===== config.mk =====
export PLATFORM = sky130hd
export DESIGN_NAME = ppi_top
export DESIGN_NICKNAME = d
export VERILOG_FILES = /design/src/rtl/ppi_pkg.sv /design/src/rtl/ppi_cfg.sv /design/src/rtl/ppi_port.sv /design/src/rtl/ppi_pc.sv /design/src/rtl/ppi_top.sv
export SDC_FILE = /design/constraint.sdc
export NUM_CORES = 1
export LEC_CHECK = 0
export ABC_AREA = 1
export BUFFER_PORTS_ARGS = -buffer_cell sky130_fd_sc_hd__buf_2
export CORE_UTILIZATION = 52
export CTS_CLUSTER_SIZE = 40
export DETAILED_ROUTE_END_ITERATION = 8
export PLACE_DENSITY = 0.8
export RECOVER_POWER = 100
export SETUP_SLACK_MARGIN = 0.4
export SYNTH_ARGS = -nofsm -noshare
export SYNTH_HDL_FRONTEND = slang
export SYNTH_SLANG_ARGS = --single-unit

===== constraint.sdc =====
create_clock -name clk_i -period 1.6 [get_ports clk_i]
set_input_delay 0.16 -clock clk_i [delete_from_list [all_inputs] [get_ports clk_i]]
set_output_delay 0.16 -clock clk_i [all_outputs]
set_load 0.005 [all_outputs]

===== src/rtl/ppi_pkg.sv =====
package ppi_pkg;
  localparam int unsigned PW  = 8;
  localparam int unsigned AW  = 2;
  localparam int unsigned HW  = PW / 2;
  localparam int unsigned IXW = $clog2(PW);

  typedef enum logic [AW-1:0] {
    ADR_PA  = 2'd0,
    ADR_PB  = 2'd1,
    ADR_PC  = 2'd2,
    ADR_CTL = 2'd3
  } ppi_addr_e;

  typedef struct packed {
    logic a_stb;
    logic a_in;
    logic ch_in;
    logic b_stb;
    logic b_in;
    logic cl_in;
  } ppi_cfg_t;

  localparam ppi_cfg_t CFG_RST = '{a_stb: 1'b0, a_in: 1'b1, ch_in: 1'b1,
                                   b_stb: 1'b0, b_in: 1'b1, cl_in: 1'b1};
endpackage


===== src/rtl/ppi_cfg.sv =====
module ppi_cfg
  import ppi_pkg::*;
(
  input  logic          clk_i,
  input  logic          rst_ni,
  input  logic          ctl_wr_i,
  input  logic [PW-1:0] wdata_i,
  output ppi_cfg_t      cfg_o,
  output logic          mode_set_o,
  output logic          bsr_o
);
  ppi_cfg_t cfg_q;

  assign mode_set_o = ctl_wr_i & wdata_i[PW-1];
  assign bsr_o      = ctl_wr_i & ~wdata_i[PW-1];
  assign cfg_o      = cfg_q;

  always_ff @(posedge clk_i or negedge rst_ni) begin
    if (!rst_ni) begin
      cfg_q <= CFG_RST;
    end else if (mode_set_o) begin
      cfg_q <= '{a_stb: (wdata_i[6:5] == 2'b01), a_in: wdata_i[4], ch_in: wdata_i[3],
                 b_stb: wdata_i[2], b_in: wdata_i[1], cl_in: wdata_i[0]};
    end
  end

  assert_bsr_keeps_cfg_R8: assert property (@(posedge clk_i) disable iff (!rst_ni)
    bsr_o |=> $stable(cfg_q));
endmodule


===== src/rtl/ppi_port.sv =====
module ppi_port #(
  parameter int unsigned W = 8
) (
  input  logic         clk_i,
  input  logic         rst_ni,
  input  logic         stb_mode_i,
  input  logic         dir_in_i,
  input  logic         clr_i,
  input  logic         wr_i,
  input  logic         rd_i,
  input  logic [W-1:0] wdata_i,
  input  logic [W-1:0] pin_i,
  input  logic         hs_ni,
  output logic [W-1:0] pin_o,
  output logic [W-1:0] pin_oe_o,
  output logic [W-1:0] rdata_o,
  output logic         flag_o
);
  logic [W-1:0] out_q, in_q;
  logic         ibf_q, obf_nq, hs_q;
  logic         strb_in, strb_out, hs_fall;

  assign strb_in  = stb_mode_i & dir_in_i;
  assign strb_out = stb_mode_i & ~dir_in_i;
  assign hs_fall  = hs_q & ~hs_ni;

  always_ff @(posedge clk_i or negedge rst_ni) begin
    if (!rst_ni) begin
      out_q  <= '0;
      in_q   <= '0;
      ibf_q  <= 1'b0;
      obf_nq <= 1'b1;
      hs_q   <= 1'b1;
    end else begin
      hs_q <= hs_ni;
      if (clr_i) begin
        out_q  <= '0;
        ibf_q  <= 1'b0;
        obf_nq <= 1'b1;
      end else begin
        if (wr_i) out_q <= wdata_i;
        if (strb_in) begin
          if (hs_fall) begin
            in_q  <= pin_i;
            ibf_q <= 1'b1;
          end else if (rd_i) begin
            ibf_q <= 1'b0;
          end
        end
        if (strb_out) begin
          if (wr_i)         obf_nq <= 1'b0;
          else if (hs_fall) obf_nq <= 1'b1;
        end
      end
    end
  end

  assign pin_o    = out_q;
  assign pin_oe_o = {W{~dir_in_i}};
  assign rdata_o  = dir_in_i ? (stb_mode_i ? in_q : pin_i) : out_q;
  assign flag_o   = strb_in ? ibf_q : obf_nq;

  assert_ibf_on_strobe_R9: assert property (@(posedge clk_i) disable iff (!rst_ni)
    (strb_in && hs_fall && !clr_i) |=> ibf_q);
  assert_read_clears_ibf_R10: assert property (@(posedge clk_i) disable iff (!rst_ni)
    (strb_in && rd_i && !hs_fall && !clr_i) |=> !ibf_q);
  assert_obf_low_on_write_R11: assert property (@(posedge clk_i) disable iff (!rst_ni)
    (strb_out && wr_i && !clr_i) |=> !obf_nq);
  assert_mode_set_clears_R4: assert property (@(posedge clk_i) disable iff (!rst_ni)
    clr_i |=> (out_q == '0 && !ibf_q && obf_nq));
endmodule


===== src/rtl/ppi_pc.sv =====
module ppi_pc
  import ppi_pkg::*;
(
  input  logic          clk_i,
  input  logic          rst_ni,
  input  ppi_cfg_t      cfg_i,
  input  logic          clr_i,
  input  logic          wr_i,
  input  logic          bsr_i,
  input  logic [PW-1:0] wdata_i,
  input  logic          flag_a_i,
  input  logic          flag_b_i,
  input  logic [PW-1:0] pin_i,
  output logic [PW-1:0] pin_o,
  output logic [PW-1:0] pin_oe_o,
  output logic [PW-1:0] rdata_o
);
  logic [PW-1:0]        lat_q;
  logic [1:0][HW-1:0]   half_o, half_oe;
  logic [IXW-1:0]       bit_idx;

  assign bit_idx = wdata_i[IXW:1];

  always_ff @(posedge clk_i or negedge rst_ni) begin
    if (!rst_ni)     lat_q <= '0;
    else if (clr_i)  lat_q <= '0;
    else if (wr_i)   lat_q <= wdata_i;
    else if (bsr_i)  lat_q[bit_idx] <= wdata_i[0];
  end

  // half 1 serves group A, half 0 serves group B
  for (genvar h = 0; h < 2; h++) begin : g_half
    logic          stb, hin, flag;
    logic [HW-1:0] lat;
    assign stb  = (h == 1) ? cfg_i.a_stb : cfg_i.b_stb;
    assign hin  = (h == 1) ? cfg_i.ch_in : cfg_i.cl_in;
    assign flag = (h == 1) ? flag_a_i    : flag_b_i;
    assign lat  = lat_q[HW*h +: HW];
    assign half_o[h]  = stb ? {lat[HW-1:2], flag, lat[0]} : lat;
    assign half_oe[h] = stb ? {{(HW-2){~hin}}, 1'b1, 1'b0} : {HW{~hin}};
  end

  assign pin_o    = half_o;
  assign pin_oe_o = half_oe;
  assign rdata_o  = (pin_o & pin_oe_o) | (pin_i & ~pin_oe_o);

  assert_bsr_target_bit_R8: assert property (@(posedge clk_i) disable iff (!rst_ni)
    bsr_i |=> lat_q[$past(bit_idx)] == $past(wdata_i[0]));
  assert_bsr_other_bits_R8: assert property (@(posedge clk_i) disable iff (!rst_ni)
    bsr_i |=> ((lat_q ^ $past(lat_q)) & ~(8'b1 << $past(bit_idx))) == 8'h00);
  assert_hs_enables_R12: assert property (@(posedge clk_i) disable iff (!rst_ni)
    cfg_i.a_stb |-> (!pin_oe_o[HW] && pin_oe_o[HW+1]));
endmodule


===== src/rtl/ppi_top.sv =====
module ppi_top
  import ppi_pkg::*;
(
  input  logic          clk_i,
  input  logic          rst_ni,
  input  logic          cs_i,
  input  logic          wr_i,
  input  logic          rd_i,
  input  logic [AW-1:0] addr_i,
  input  logic [PW-1:0] wdata_i,
  output logic [PW-1:0] rdata_o,
  input  logic [PW-1:0] pa_i,
  output logic [PW-1:0] pa_o,
  output logic [PW-1:0] pa_oe_o,
  input  logic [PW-1:0] pb_i,
  output logic [PW-1:0] pb_o,
  output logic [PW-1:0] pb_oe_o,
  input  logic [PW-1:0] pc_i,
  output logic [PW-1:0] pc_o,
  output logic [PW-1:0] pc_oe_o
);
  ppi_cfg_t cfg;
  logic     mode_set, bsr, ctl_wr, pc_wr;
  logic [1:0]         g_wr, g_rd, g_stb, g_in, g_hs_n, g_flag;
  logic [1:0][PW-1:0] g_pin_i, g_pin_o, g_oe, g_rdata;
  logic [PW-1:0]      pc_rdata;

  assign ctl_wr = cs_i & wr_i & (addr_i == ADR_CTL);
  assign pc_wr  = cs_i & wr_i & (addr_i == ADR_PC);
  assign g_wr   = {cs_i & wr_i & (addr_i == ADR_PB), cs_i & wr_i & (addr_i == ADR_PA)};
  assign g_rd   = {cs_i & rd_i & (addr_i == ADR_PB), cs_i & rd_i & (addr_i == ADR_PA)};
  assign g_stb  = {cfg.b_stb, cfg.a_stb};
  assign g_in   = {cfg.b_in, cfg.a_in};
  assign g_hs_n = {pc_i[0], pc_i[HW]};
  assign g_pin_i = {pb_i, pa_i};

  ppi_cfg u_cfg (
    .clk_i, .rst_ni, .ctl_wr_i(ctl_wr), .wdata_i,
    .cfg_o(cfg), .mode_set_o(mode_set), .bsr_o(bsr)
  );

  for (genvar g = 0; g < 2; g++) begin : g_grp
    ppi_port #(.W(PW)) u_port (
      .clk_i, .rst_ni,
      .stb_mode_i(g_stb[g]), .dir_in_i(g_in[g]), .clr_i(mode_set),
      .wr_i(g_wr[g]), .rd_i(g_rd[g]), .wdata_i,
      .pin_i(g_pin_i[g]), .hs_ni(g_hs_n[g]),
      .pin_o(g_pin_o[g]), .pin_oe_o(g_oe[g]), .rdata_o(g_rdata[g]), .flag_o(g_flag[g])
    );
  end

  ppi_pc u_pc (
    .clk_i, .rst_ni, .cfg_i(cfg), .clr_i(mode_set), .wr_i(pc_wr), .bsr_i(bsr),
    .wdata_i, .flag_a_i(g_flag[0]), .flag_b_i(g_flag[1]), .pin_i(pc_i),
    .pin_o(pc_o), .pin_oe_o(pc_oe_o), .rdata_o(pc_rdata)
  );

  assign pa_o    = g_pin_o[0];
  assign pa_oe_o = g_oe[0];
  assign pb_o    = g_pin_o[1];
  assign pb_oe_o = g_oe[1];

  always_comb begin
    rdata_o = '0;
    if (cs_i && rd_i) begin
      case (addr_i)
        ADR_PA:  rdata_o = g_rdata[0];
        ADR_PB:  rdata_o = g_rdata[1];
        ADR_PC:  rdata_o = pc_rdata;
        default: rdata_o = '0;
      endcase
    end
  end

  assert_ctl_read_zero_R2: assert property (@(posedge clk_i) disable iff (!rst_ni)
    (cs_i && rd_i && addr_i == ADR_CTL) |-> rdata_o == 8'h00);
endmodule


# Yosys cells after proc, flatten, opt, wreduce, memory -nomap -nowiden
# Cells that the tools add are included.
[totals]
regBits = 52
in_bits = 39
output_inout_bits = 56
elab_cells = 109
[op_classes]
n_lt_le_gt_ge = 2
eq_ne = 4
n_mux = 38
n_bitwise = 28
n_reduce_logical = 20
[op_table]
columns = ["operator", "count"]
rows = [
  ["$mux W8", 12],
  ["$pmux W8 S3", 1],
  ["$mux W1", 19],
  ["$and A1 B1 Y1", 16],
  ["$and A8 B8 Y8", 2],
  ["$reduce_bool A3 Y1", 5],
  ["$reduce_bool A2 Y1", 6],
  ["$bwmux W8", 1],
  ["$mux W2", 4],
  ["$not A1 Y1", 8],
  ["$not A8 Y8", 1],
  ["$or A8 B8 Y8", 1],
  ["$reduce_and A2 Y1", 4],
  ["$reduce_and A3 Y1", 2],
  ["$eq A2 B1 Y1 const B", 2],
  ["$eq A2 B2 Y1 const B", 2],
  ["$lt A3 B4 Y1 const B", 1],
  ["$demux W1 S3", 1],
  ["$ge A3 B1 Y1 const B", 1],
  ["$logic_and A1 B1 Y1", 2],
  ["$logic_not A2 Y1", 1],
]

# Logic depth before layout (Yosys ltp)
[depth]
word_depth = 8
depth_mapped = 10
mapped_depth_nobuf = 9

# Hierarchy
# From an unflattened synthesis, not the netlist that was laid out.
[unflattened]
cells_unflattened = 482
hier_area_um2 = 3424.5
[modules_own_cells]
columns = ["mod", "instances", "cells_each", "area_each_um2"]
rows = [
  ["ppi_port", 2, 128, 1011.0],
  ["ppi_pc", 1, 131, 798.3],
  ["ppi_top", 1, 65, 356.6],
  ["ppi_cfg", 1, 30, 247.7],
]

# Least setup slack after synthesis
# Ideal clock, no wire load.
[synth_timing]
kind = "flip-flop to output port"
start = "register u_cfg.cfg_q, in the netlist u_cfg.cfg_o[4]"
end = "output port rdata_o[5]"
arrival_time_ns = 1.265
path_slack_ns = 0.175
stages_incl_launch_ff = 8
n_path_buf = 1
cell_sequence = "dfstp_2 > clkbuf_2 > inv_1 > nand3b_1 > nand3_1 > a21oi_1 > nor2_1 > nor2_1"
[synth_via]
elab_chain_len = 7
elab_cells_between_ends = 8
classes_between = "mux (5); bitwise (3)"
[synth_rtl]
columns = ["item", "line_no", "rtl"]
rows = [
  ["start: declaration", "ppi_cfg.sv:12", "ppi_cfg_t cfg_q;"],
  ["start signal: assignment", "ppi_cfg.sv:22", "cfg_q <= '{a_stb: (wdata_i[6:5] == 2'b01), a_in: wdata_i[4], ch_in: wdata_i[3],"],
  ["$and A1 B1 Y1", "ppi_port.sv:23", "assign strb_in = stb_mode_i & dir_in_i;"],
  ["$mux W1", "ppi_port.sv:61", "assign flag_o = strb_in ? ibf_q : obf_nq;"],
  ["$mux W2", "ppi_pc.sv:39", "assign half_o[h] = stb ? {lat[HW-1:2], flag, lat[0]} : lat;"],
  ["$and A8 B8 Y8", "ppi_pc.sv:45", "assign rdata_o = (pin_o & pin_oe_o) | (pin_i & ~pin_oe_o);"],
  ["$or A8 B8 Y8", "ppi_pc.sv:45", ""],
  ["$pmux W8 S3 *", "ppi_top.sv:66", "case (addr_i)"],
  ["$mux W8 *", "ppi_top.sv:65", "if (cs_i && rd_i) begin"],
  ["end: declaration", "ppi_top.sv:11", "output logic [PW-1:0] rdata_o,"],
]
# Mark *: on every way between the ends. The rest lies on a longest branch, timed or not.

# Final worst setup path
# Same ends and word-level chain as after synthesis.

==> metrics.txt <==
DRT Pass-1 Iters=5; Via density=5.71; clock transition at the registers of the reported paths=about 100 ps; final worst slack=-239 ps; CP max FO=7; Hold Fails Final Rpt=0; skew final=just under 20 ps; pre-CTS setup slack=between 50 and 60 ps; register area share after synthesis=39.8%; Ys Warns=0; Worst-Margin Slew=742 ps; clk sinks=between 50 and 60; slowest cell delay on critical path=roughly 640 ps; Post-DP HPWL=6750 um; Final #Nets=620; ANT cells=0; TritonCTS clock tree=done; most frequent cell on the critical path=nor2_1; clock root buffer=clkbuf_8; # fillers=461; number of max-cap violations=0; Num CTS Buffers=5; final setup violation count=17; die area=6650 um2; IO Count=95; worst skew pair latency=~310 ps; Syn Inst Count=477; failing checks=setup timing; endpoint class of the critical path=output pin; unrepaired setup endpoints after global routing=yes; maximum VDD drop=0.000629 V; Slowest-stage cell, CP=dfstp_2; synthesized area per cell=6.90 um2; final design utilization=71.6%; TNS Setup=-1880 ps; CP required=1440 ps; Power Dens Cells=1160 nW/um2; core area=6030 um2; I/O Buffers=94; Fmax=544 MHz; Cell Rows=28; LEAKAGE=2.34 nW; Starting Density=54.6%; initial antenna violation count=0; DR DRC count=0; worst reg-to-reg setup slack=10 ps; Total GRT Usage=31.2%; status=finished with violations; vias in the first global route=3307; Starting DRT DRC Count=~440; crit start category=register; DP Area=3730 um2; largest net degree at the start of global routing=23; vias post-DR=3743; post-synthesis cell type count=28; mapped cell area=~3300 um2; worst min path class=input port to register; delay-heaviest family, CP=flip-flops; gr ovfl total=0; layout cells sized above 1=33.7%; Total Wirelength=10600 um; Final ANT Viol Nets=0; critical-path cell list=inv_2 > nand3b_1 > nand3_2 > a21oi_2 > nor2_1 > nor2_1 > buf_2; WS Path Type=register to output pin; Die H=about 80 um; CTS H-tree lvls=2; routability cong.=between 0.9 and 1; Final Slew Violations=0; first-pass GRT wire length=15700 um; min cycle time layout=approximately 1800 ps; Syn Nets=516; crit path buf inv count=2; arrival time worst endpoint=1680 ps; final instance area=roughly 4300 um2; Area Overhead vs Synth=31.0%; worst-case clock buffer depth=2; crit share post-route=115%; Rel. slew slack=50.5%; synthesized flop and latch total=52; width of the die=81.6 um; DR WL/cell=16.2 um
## final timing paths
path                                                startpoint                                   to  depth (start not counted)
min in group asynchronous                               rst_ni  g_grp[0].u_port.in_q[3]$_DFFE_PN0P_                          2
max in group asynchronous                               rst_ni           u_cfg.cfg_o[2]$_DFFE_PN0P_                          3
max                                 u_cfg.cfg_o[4]$_DFFE_PN1P_                           rdata_o[5]                          7
min                                                    pa_i[4]  g_grp[0].u_port.in_q[4]$_DFFE_PN0P_                          3
max reg2reg                         u_cfg.cfg_o[4]$_DFFE_PN1P_  g_grp[0].u_port.in_q[1]$_DFFE_PN0P_                          7
min reg2reg                g_grp[1].u_port.in_q[6]$_DFFE_PN0P_  g_grp[1].u_port.in_q[6]$_DFFE_PN0P_                          2
## layout make-up
class | count | area [um2] | share of cell area (%)
clock buffers | 5 | 68.8 | 1.60
repair buffers | 132 | 815 | 18.9
well taps | 75 | 93.8 | 2.18
multi-input cells | 335 | 1750 | 40.6
inverters | 55 | 211 | 4.90
flip-flops and latches | 52 | 1310 | 30.5
clock inverters | 2 | 60.1 | 1.39
## placed cells by master (no fill, tap or decap), types with 14 or more instances in the layout
cell,Yosys,routed
clkbuf_1,3,14
dfrtp_1,44,42
inv_1,46,41
buf_2,8,79
nand3_1,42,26
nand3_2,0,14
o21ai_1,34,28
nand2_1,174,165
buf_4,23,19
nor2_1,32,29
## where the power goes
part,switching (W),total [W],internal [W],leakage (nW)
clock network,0.000448,0.00106,0.000616,0.0642
logic,0.00110,0.00199,0.000890,1.63
registers,0.000296,0.00197,0.00167,0.644
total,0.00185,0.00502,0.00318,2.34
## worst min-delay path: cells and delay by family
family / cells / cell delay (ps)
buffers and inverters: 2 / 150
AO/OA/AOI/OAI: 1 / 60
## cell families after synthesis
group | share of synthesized area, %
AO/OA/AOI/OAI | 9.92
buffers and inverters | 14.3
flip-flops | 39.8
AND/OR/NAND/NOR | 36.0
## repair_timing
item,CTS,global route
pin swaps,16,14
endpoints found under the hold margin,18,0
resized for setup,50,29
gates cloned,3,1
hold buffers,3,0
endpoints found under the setup margin,54,59
setup buffers,14,5
## metal layers
layer,vias up,wire [um],track usage (%)
li1,1695,-,-
met5,-,0,0
met1,1718,4160,42.2
met3,60,956,4.33
met2,270,5050,50.2
met4,0,449,12.5
## stage by stage
stage | cells | hold slack, ps | total power, W
3_5_place_dp | 623 | 164 | 0.00340
6_report | 656 | 87.2 | 0.00502
2_1_floorplan | 477 | -136 | 0.00295
3_3_place_gp | 623 | 162 | 0.00335
4_1_cts | 650 | 85.0 | 0.00479
5_1_grt | 656 | 91.4 | 0.00530
## registers in the layout (all words and copies together) (netlist names)
name and count:
g_grp.u_port.ibf_q 2, g_grp.u_port.obf_nq 2, g_grp.u_port.hs_q 2, g_grp.u_port.pin_o 16
u_cfg.cfg_o 6, g_grp.u_port.in_q 16, u_pc.lat_q 8
## synthesized netlist by cell type
cell type / n / share of area (%)
buf_6: 3 / 1.0
dfstp_2: 8 / 6.4
nor2_4: 3 / 1.0
clkinv_1: 4 / 0.46
o211ai_1: 10 / 2.3
nand2_2: 6 / 1.1
nand3b_1: 2 / 0.46
buf_2: 8 / 1.2
o21ai_0: 12 / 1.8
clkbuf_1: 3 / 0.34
inv_1: 46 / 5.2
clkbuf_2: 1 / 0.15
nor3_1: 4 / 0.61
nand2_1: 174 / 20
nand4_4: 1 / 0.65
nor2_2: 3 / 0.57
nor3_4: 1 / 0.49
nor2_8: 1 / 0.61
a31oi_1: 1 / 0.19
nand3_1: 42 / 6.4
or2_2: 2 / 0.38
nor2_1: 32 / 3.6
inv_2: 5 / 0.57
dfrtp_1: 44 / 33
nand4_1: 1 / 0.19
buf_4: 23 / 5.2
o21ai_1: 34 / 5.2
a21oi_1: 3 / 0.46
No activity file was read; power rests on OpenSTA's default activity.
